**src/rtl/halt_pkg.sv**
```systemverilog
package halt_pkg;
  typedef enum logic [1:0] {
    ST_RUN  = 2'd0,
    ST_EXT  = 2'd1,
    ST_INT  = 2'd2,
    ST_WAIT = 2'd3
  } haltState_t;

  // Strobes from control to datapath
  typedef struct packed {
    logic wrOk;      // latch writes accepted (core running)
    logic setWake;   // force wake latch back to 1
    logic bumpTimer; // request timer increment
    logic hold;      // core clock stopped
  } haltStrobe_t;
endpackage

```
**src/rtl/halt_ctrl.sv**
```systemverilog
module halt_ctrl
  import halt_pkg::*;
#(
  parameter int DELAY_TICKS = 16,
  parameter int IDX_W       = 4,
  parameter int WAKE_BIT    = 15
) (
  input  logic             clk,
  input  logic             rst,
  input  logic             haltPinN,
  input  logic             cycleTick,
  input  logic             prescOvf,
  input  logic             intHaltEn,
  input  logic             wrEn,
  input  logic [IDX_W-1:0] wrIdx,
  input  logic             wrVal,
  input  logic             wakeLatch,
  output haltStrobe_t      strobe
);
  localparam int CNT_W = $clog2(DELAY_TICKS);
  localparam logic [CNT_W-1:0] LAST_CNT = CNT_W'(DELAY_TICKS - 1);

  haltState_t state, nextState;
  logic [CNT_W-1:0] tickCnt;
  logic swHaltReq, ovfWake, delayDone;

  assign swHaltReq = wrEn && (wrIdx == IDX_W'(WAKE_BIT)) && !wrVal && intHaltEn;
  assign ovfWake   = (state == ST_INT) && haltPinN && prescOvf;
  assign delayDone = (state == ST_WAIT) && cycleTick && (tickCnt == LAST_CNT);

  always_comb begin
    nextState = state;
    case (state)
      ST_RUN: begin
        if (!haltPinN)      nextState = ST_EXT;
        else if (swHaltReq) nextState = ST_INT;
      end
      ST_EXT: begin
        if (haltPinN) nextState = ST_WAIT;
      end
      ST_INT: begin
        if (!haltPinN)    nextState = ST_EXT;
        else if (ovfWake) nextState = ST_WAIT;
      end
      ST_WAIT: begin
        if (!haltPinN) nextState = ST_EXT;
        else if (delayDone)
          nextState = (intHaltEn && !wakeLatch) ? ST_INT : ST_RUN;
      end
      default: nextState = ST_RUN;
    endcase
  end

  always_ff @(posedge clk) begin
    if (rst) state <= ST_RUN;
    else     state <= nextState;
  end

  // Counter is zero outside the wait state and on every exit from it
  always_ff @(posedge clk) begin
    if (rst || state != ST_WAIT || nextState != ST_WAIT) tickCnt <= '0;
    else if (cycleTick)                                  tickCnt <= tickCnt + 1'b1;
  end

  always_comb begin
    strobe.wrOk      = (state == ST_RUN);
    strobe.hold      = (state != ST_RUN);
    strobe.setWake   = ovfWake;
    strobe.bumpTimer = ovfWake;
  end
endmodule

```
**src/rtl/halt_dpath.sv**
```systemverilog
module halt_dpath
  import halt_pkg::*;
#(
  parameter int N_DISC   = 16,
  parameter int IDX_W    = 4,
  parameter int WAKE_BIT = 15
) (
  input  logic              clk,
  input  logic              rst,
  input  haltStrobe_t       strobe,
  input  logic              wrEn,
  input  logic [IDX_W-1:0]  wrIdx,
  input  logic              wrVal,
  input  logic              cfgIoHiZ,
  output logic [N_DISC-1:0] discLatch,
  output logic              timerInc,
  output logic              ioHold,
  output logic              ioHiZ,
  output logic              pullUpEn
);
  for (genvar i = 0; i < N_DISC; i++) begin : g_latch
    logic hit;
    assign hit = strobe.wrOk && wrEn && (wrIdx == IDX_W'(i));
    if (i == WAKE_BIT) begin : g_wake
      always_ff @(posedge clk) begin
        if (rst || strobe.setWake) discLatch[i] <= 1'b1;
        else if (hit)              discLatch[i] <= wrVal;
      end
    end else begin : g_plain
      always_ff @(posedge clk) begin
        if (rst)      discLatch[i] <= 1'b1;
        else if (hit) discLatch[i] <= wrVal;
      end
    end
  end

  always_ff @(posedge clk) begin
    if (rst) timerInc <= 1'b0;
    else     timerInc <= strobe.bumpTimer;
  end

  always_comb begin
    ioHold   = strobe.hold && !cfgIoHiZ;
    ioHiZ    = strobe.hold && cfgIoHiZ;
    pullUpEn = !ioHiZ;
  end
endmodule

```
**src/rtl/halt_wake_ctrl.sv**
```systemverilog
module halt_wake_ctrl
  import halt_pkg::*;
#(
  parameter int N_DISC      = 16,
  parameter int WAKE_BIT    = 15,
  parameter int DELAY_TICKS = 16,
  localparam int IDX_W      = $clog2(N_DISC)
) (
  input  logic              clk,
  input  logic              rst,
  input  logic              haltPinN,
  input  logic              cycleTick,
  input  logic              prescOvf,
  input  logic              cfgIntHaltEn,
  input  logic              cfgIoHiZ,
  input  logic              wrEn,
  input  logic [IDX_W-1:0]  wrIdx,
  input  logic              wrVal,
  output logic [N_DISC-1:0] discLatch,
  output logic              coreHold,
  output logic              timerInc,
  output logic              ioHold,
  output logic              ioHiZ,
  output logic              pullUpEn,
  output logic              crystalMode
);
  haltStrobe_t strobe;

  halt_ctrl #(.DELAY_TICKS(DELAY_TICKS), .IDX_W(IDX_W), .WAKE_BIT(WAKE_BIT)) ctrl_i (
    .clk(clk), .rst(rst), .haltPinN(haltPinN), .cycleTick(cycleTick),
    .prescOvf(prescOvf), .intHaltEn(cfgIntHaltEn), .wrEn(wrEn), .wrIdx(wrIdx),
    .wrVal(wrVal), .wakeLatch(discLatch[WAKE_BIT]), .strobe(strobe)
  );

  halt_dpath #(.N_DISC(N_DISC), .IDX_W(IDX_W), .WAKE_BIT(WAKE_BIT)) dpath_i (
    .clk(clk), .rst(rst), .strobe(strobe), .wrEn(wrEn), .wrIdx(wrIdx),
    .wrVal(wrVal), .cfgIoHiZ(cfgIoHiZ), .discLatch(discLatch),
    .timerInc(timerInc), .ioHold(ioHold), .ioHiZ(ioHiZ), .pullUpEn(pullUpEn)
  );

  assign coreHold    = strobe.hold;
  assign crystalMode = cfgIntHaltEn;
endmodule

```
**config.mk**
```make
export PLATFORM = sky130hd
export DESIGN_NAME = halt_wake_ctrl
export DESIGN_NICKNAME = d
export VERILOG_FILES = /design/src/rtl/halt_pkg.sv /design/src/rtl/halt_ctrl.sv /design/src/rtl/halt_dpath.sv /design/src/rtl/halt_wake_ctrl.sv
export SDC_FILE = /design/constraint.sdc
export NUM_CORES = 1
export LEC_CHECK = 0
export ABC_AREA = 1
export ABC_CLOCK_PERIOD_IN_PS = 1930
export BUFFER_PORTS_ARGS = -buffer_cell sky130_fd_sc_hd__buf_2
export CAP_MARGIN = 20
export CORE_MARGIN = 2
export CORE_UTILIZATION = 40
export CTS_BUF_LIST = sky130_fd_sc_hd__clkbuf_4 sky130_fd_sc_hd__clkbuf_8
export DETAILED_ROUTE_END_ITERATION = 10
export HOLD_SLACK_MARGIN = 0.03
export PLACE_DENSITY = 0.65
export SLEW_MARGIN = 20
export SYNTH_ARGS = -nofsm -noshare
export SYNTH_HDL_FRONTEND = slang
export SYNTH_SLANG_ARGS = --single-unit
```
**constraint.sdc**
```tcl
create_clock -name clk -period 1.93 [get_ports clk]
set_input_delay 0 -clock clk [delete_from_list [all_inputs] [get_ports clk]]
set_output_delay 0 -clock clk [all_outputs]
set_load 0.01 [all_outputs]
```
## After elaboration in Yosys (flattened, before gate mapping)

Cells that the tools add are included.

- Add/sub/neg operators: 1
- Eq/ne operators: 21
- Muxes and demuxes: 9
- Reductions and logical operators: 37

Operators by type and width:

| kind | number |
|---|---|
| $eq A4 B4 Y1 const B | 9 |
| $logic_and A1 B1 Y1 | 27 |
| $eq A4 B3 Y1 const B | 4 |
| $mux W2 | 8 |
| $eq A4 B2 Y1 const B | 2 |
| $pmux W2 S4 | 1 |
| $add A4 B1 Y4 const B | 1 |
| $eq A2 B2 Y1 const B | 2 |
| $eq A4 B1 Y1 const B | 1 |
| $logic_not A1 Y1 | 4 |
| $logic_not A4 Y1 | 1 |
| $ne A2 B2 Y1 const B | 2 |
| $logic_or A1 B1 Y1 | 3 |
| $eq A2 B1 Y1 const B | 1 |
| $logic_not A2 Y1 | 1 |
| $reduce_bool A2 Y1 | 1 |

- Register bits after elaboration: 23
- Input bits: 13
- Word-level logic and storage cells: 87

## Depth between registers and ports, before layout

- Word-level depth: 9
- Gate-level depth with buffers: 8
- Mapped depth without buffers: 8

## Modules after synthesis

A second synthesis with hierarchy kept.

- Cell total of the unflattened synthesis: 161
- Area, all modules: 1147.4 µm²

By module, submodules not included:

| module | instances | cells each | area each (µm²) |
|---|---|---|---|
| halt_dpath | 1 | 110 | 793.3 |
| halt_ctrl | 1 | 50 | 346.6 |
| halt_wake_ctrl | 1 | 1 | 7.5 |

## Worst setup path before layout

OpenSTA, ideal clock, no wires.

- Path kind: reg-to-reg
- From: reg ctrl_i.state[1]
- To: reg dpath_i.discLatch[6]
- Library setup time: 134 ps
- Arrival time: 1018 ps
- Required time: 1796 ps
- Path slack: 778 ps
- Stages on the path, launching flop included: 9
- Cell sequence: dfxtp_1 inv_2 nand2_4 nor2_8 inv_2 nor3_4 nand2_1 nand2_1 nand3_1

- Longest elaborated chain between the ends: 3

Ends and longest elaborated chain:

| what | RTL line | text |
|---|---|---|
| from (decl) | halt_ctrl.sv:23 | `haltState_t state, nextState;` |
| from (signal assigned) | halt_ctrl.sv:56 | `else state <= nextState;` |
| $logic_not A2 Y1 | halt_ctrl.sv:66 | `strobe.wrOk = (state == ST_RUN);` |
| $logic_and A1 B1 Y1 (2 in a row) | halt_dpath.sv:23 | `assign hit = strobe.wrOk && wrEn && (wrIdx == IDX_W'(i));` |
| to (signal, indexed assignment) | halt_dpath.sv:32 | `else if (hit) discLatch[i] <= wrVal;` |
| to (decl) | halt_dpath.sv:15 | `output logic [N_DISC-1:0] discLatch,` |

Every way passes these cells.
A chain may end at the register's enable or synchronous reset.

## Final worst setup path

- From: reg ctrl_i.tickCnt[0]
- To: reg ctrl_i.state[1]

- Longest elaborated chain between the ends: 5

Ends and longest elaborated chain:

| what | RTL line | text |
|---|---|---|
| from (decl) | halt_ctrl.sv:24 | `logic [CNT_W-1:0] tickCnt;` |
| from (signal assigned) | halt_ctrl.sv:62 | `else if (cycleTick) tickCnt <= tickCnt + 1'b1;` |
| $eq A4 B4 Y1 | halt_ctrl.sv:29 | `assign delayDone = (state == ST_WAIT) && cycleTick && (tickCnt == LAST_CNT);` |
| $logic_and A1 B1 Y1 | halt_ctrl.sv:29 |  |
| $mux W2 | halt_ctrl.sv:47 | `else if (delayDone)` |
| $mux W2 | halt_ctrl.sv:46 | `if (!haltPinN) nextState = ST_EXT;` |
| $pmux W2 S4 | halt_ctrl.sv:33 | `case (state)` |

Every way passes these cells.

==> metrics.txt <==
yosys warns=0; Clock power frac=0.275; Post-synth ARST share=0; Pre-antenna DRT Iters=6; CP Capture Type=flip-flop; Seq pwr share=0.580; clk slew on worst S/H paths=0.13 ns; average routed wire per standard cell=10.29 um; CTS root buffer=clkbuf_4; MaxCap Viol Count=0; die area=0.003202 mm2; buffer count from post-CTS setup fixing=0; Core Rows=19; Synth Area per Inst=7.136 um2; combinational fraction of design power=0.144; post_cts resized=0; Die Ht=56.59 um; CP Class=reg2reg; initial core utilization=0.4117; initial DRC count=35; layout cells sized above 1=0.2396; Post-Syn Area=0.001106 mm2; P_leak=0.6423 nW; Cell Chain, Critical Path=ha_1 > nand2_1 > nor2_1 > nand3_1 > nand2_1 > nand2_1 > nand2_1 > nor2_1 > dlygate4sd3_1; Setup Skew=0.01328 ns; Switch Pwr=0.2193 mW; global route overflow=0; GPL Wtd Cong=0.8113; sequential cell area fraction in the yosys report=0.4163; final max-slew violation count=0; worst hold path type=in2reg; top-count cell post-synth=nand3_1; Post-synth top cells=35 x nand3_1, 34 x nand2_1, 23 x dfxtp_1; CP Launch Type=flip-flop; Die W=56.59 um; Synth Register Bits=23; library cells used by synthesis=21; Pwr per Cell Area=618.4 mW/mm2; ys flop type=dfxtp_1; post-route cell area=0.001358 mm2; number of antenna diodes=0; largest net degree at the start of global routing=18; core region area=0.002686 mm2; Num Clock Sinks=23; slowest stage delay, CP=0.54 ns; Port Buffer Count=34; Fin Setup TNS=0 ns; gr usage total=0.1553; IO Count=35; Period Utilization, post-route=0.8823; residual DRC count=0; Cells after Synth=155; syn nets=169; switch share=0.2612; Post-synth EDFFs=0; Pint=0.6202 mW; DP Wirelength=1797 um; unrepaired setup endpoints after global routing=false; hold buffers post-CTS=4; first-pass GRT wire length=4071 um; Vias=1078; DP Area=0.001287 mm2; crit-path most repeated cell=nand2_1; cts bufs inserted=3; H-tree depth=1; share of the synthesized area in the top cell type=0.4163; drt via density=4.834; vias in the first global route=1017; initial antenna violation count=0; final wirelength=2294 um; cell type with the largest total area after synthesis=dfxtp_1; Worst-Skew Late Latency=0.31 ns; area grow syn2layout=22.74%; dominant cells by area after synthesis=dfxtp_1 42%, nand3_1 16%, nand2_1 12%, inv_1 6.1%, nor2_1 5.8%; CTS tree=done; Slew headroom=0.6701; CP required=2.14 ns; Final Hold Viols=0; Worst Tran Pin Value=0.4943 ns; worst-path fanout max=3; WP data arrival=1.92 ns; slowest CP cell=dlygate4sd3_1; Max VDD drop=0.3000 mV; final setup vio count=0; status=completed; number of nets in the layout=207; ANT nets after route=0; Fmax=0.5873 GHz; Final min period=1.703 ns; Max clock buf depth=2
[worst max-delay path, delay by kind of cell (launching register included)]
family	cells	cell delay [ns]
buffers and inverters	1	0.54
and+or+nand+nor	7	0.52
DFF	1	0.38
adders and majority gates	1	0.16
[metrics by stage]
step / setup WS (ns) / std cells / hold WS (ns) / utilization / power, mW
2_1_floorplan: 0.7784 / 155 / 0.04753 / - / 0.5725
3_3_place_gp: 0.6606 / 215 / 0.2202 / 0.4793 / 0.6114
3_5_place_dp: 0.6468 / 215 / 0.2226 / 0.4793 / 0.6136
4_1_cts: 0.2144 / 223 / 0.03056 / 0.5054 / 0.8455
5_1_grt: 0.08784 / 223 / 0.05764 / 0.5054 / 0.8795
6_report: 0.2272 / 223 / 0.02416 / 0.5054 / 0.8395
[registers in the layout (all words and copies together) (netlist names)]
register / cells
dpath_i.discLatch: 16
ctrl_i.tickCnt: 4
ctrl_i.state: 2
dpath_i.timerInc: 1
[power by group through the flow]
stage	Combinational [mW]	Clock, mW	Sequential [mW]
floorplan	0.0724	0	0.500
global placement	0.114	0	0.498
detailed placement	0.115	0	0.498
CTS	0.122	0.236	0.487
global route	0.137	0.254	0.488
finish	0.121	0.231	0.487
[cells in the final DEF, fill, tap and decap left out, types with 2 or more instances in the layout]
master	count
buf_2	34
clkbuf_4	4
dfxtp_1	23
dlygate4sd3_1	4
inv_1	18
inv_2	3
nand2_1	34
nand3_1	35
nand4_1	2
nor2_1	17
o21ai_0	7
xor2_1	2
[metal layers]
| metal | wire (um) | track usage | up-vias |
|---|---|---|---|
| li1 | - | - | 567 |
| met1 | 1115 | 0.2017 | 482 |
| met2 | 1072 | 0.2674 | 27 |
| met3 | 99 | 0.02304 | 2 |
| met4 | 7 | 0.04082 | 0 |
| met5 | 0 | 0 | - |
[cell families (layout without fill, tap and decap cells)]
| kind of cell | count (synthesis) | after routing | synth area share |
|---|---|---|---|
| AND/OR/NAND/NOR | 93 | 93 | 0.4072 |
| buffers and inverters | 26 | 63 | 0.09614 |
| flip-flops | 23 | 23 | 0.4163 |
| AO/OA/AOI/OAI | 8 | 8 | 0.03619 |
| XOR/XNOR | 3 | 3 | 0.02376 |
| adder cells (fa/ha/maj) | 1 | 1 | 0.01131 |
| multiplexers | 1 | 1 | 0.009050 |
[cell type report]
cell class / instances / area [um2]
multi-input cells: 106 / 539.3
flip-flops and latches: 23 / 460.4
well taps: 31 / 38.79
fillers: 276 / 1329
clock buffers: 4 / 30.03
inverters: 21 / 78.83
repair buffers: 38 / 210.2
[final timing paths]
path                                     start                           endpoint  slack (ns)  cells past startpoint
max             ctrl_i.tickCnt[0]$_SDFFE_PP0P_         ctrl_i.state[1]$_SDFF_PP0_        0.23                      9
min                                   prescOvf        dpath_i.timerInc$_SDFF_PP0_        0.02                      5
max reg2reg     ctrl_i.tickCnt[0]$_SDFFE_PP0P_         ctrl_i.state[1]$_SDFF_PP0_        0.23                      9
min reg2reg  dpath_i.discLatch[2]$_SDFFE_PP1P_  dpath_i.discLatch[2]$_SDFFE_PP1P_        0.46                      2
Note: power is estimated with default switching activity, not from simulation.
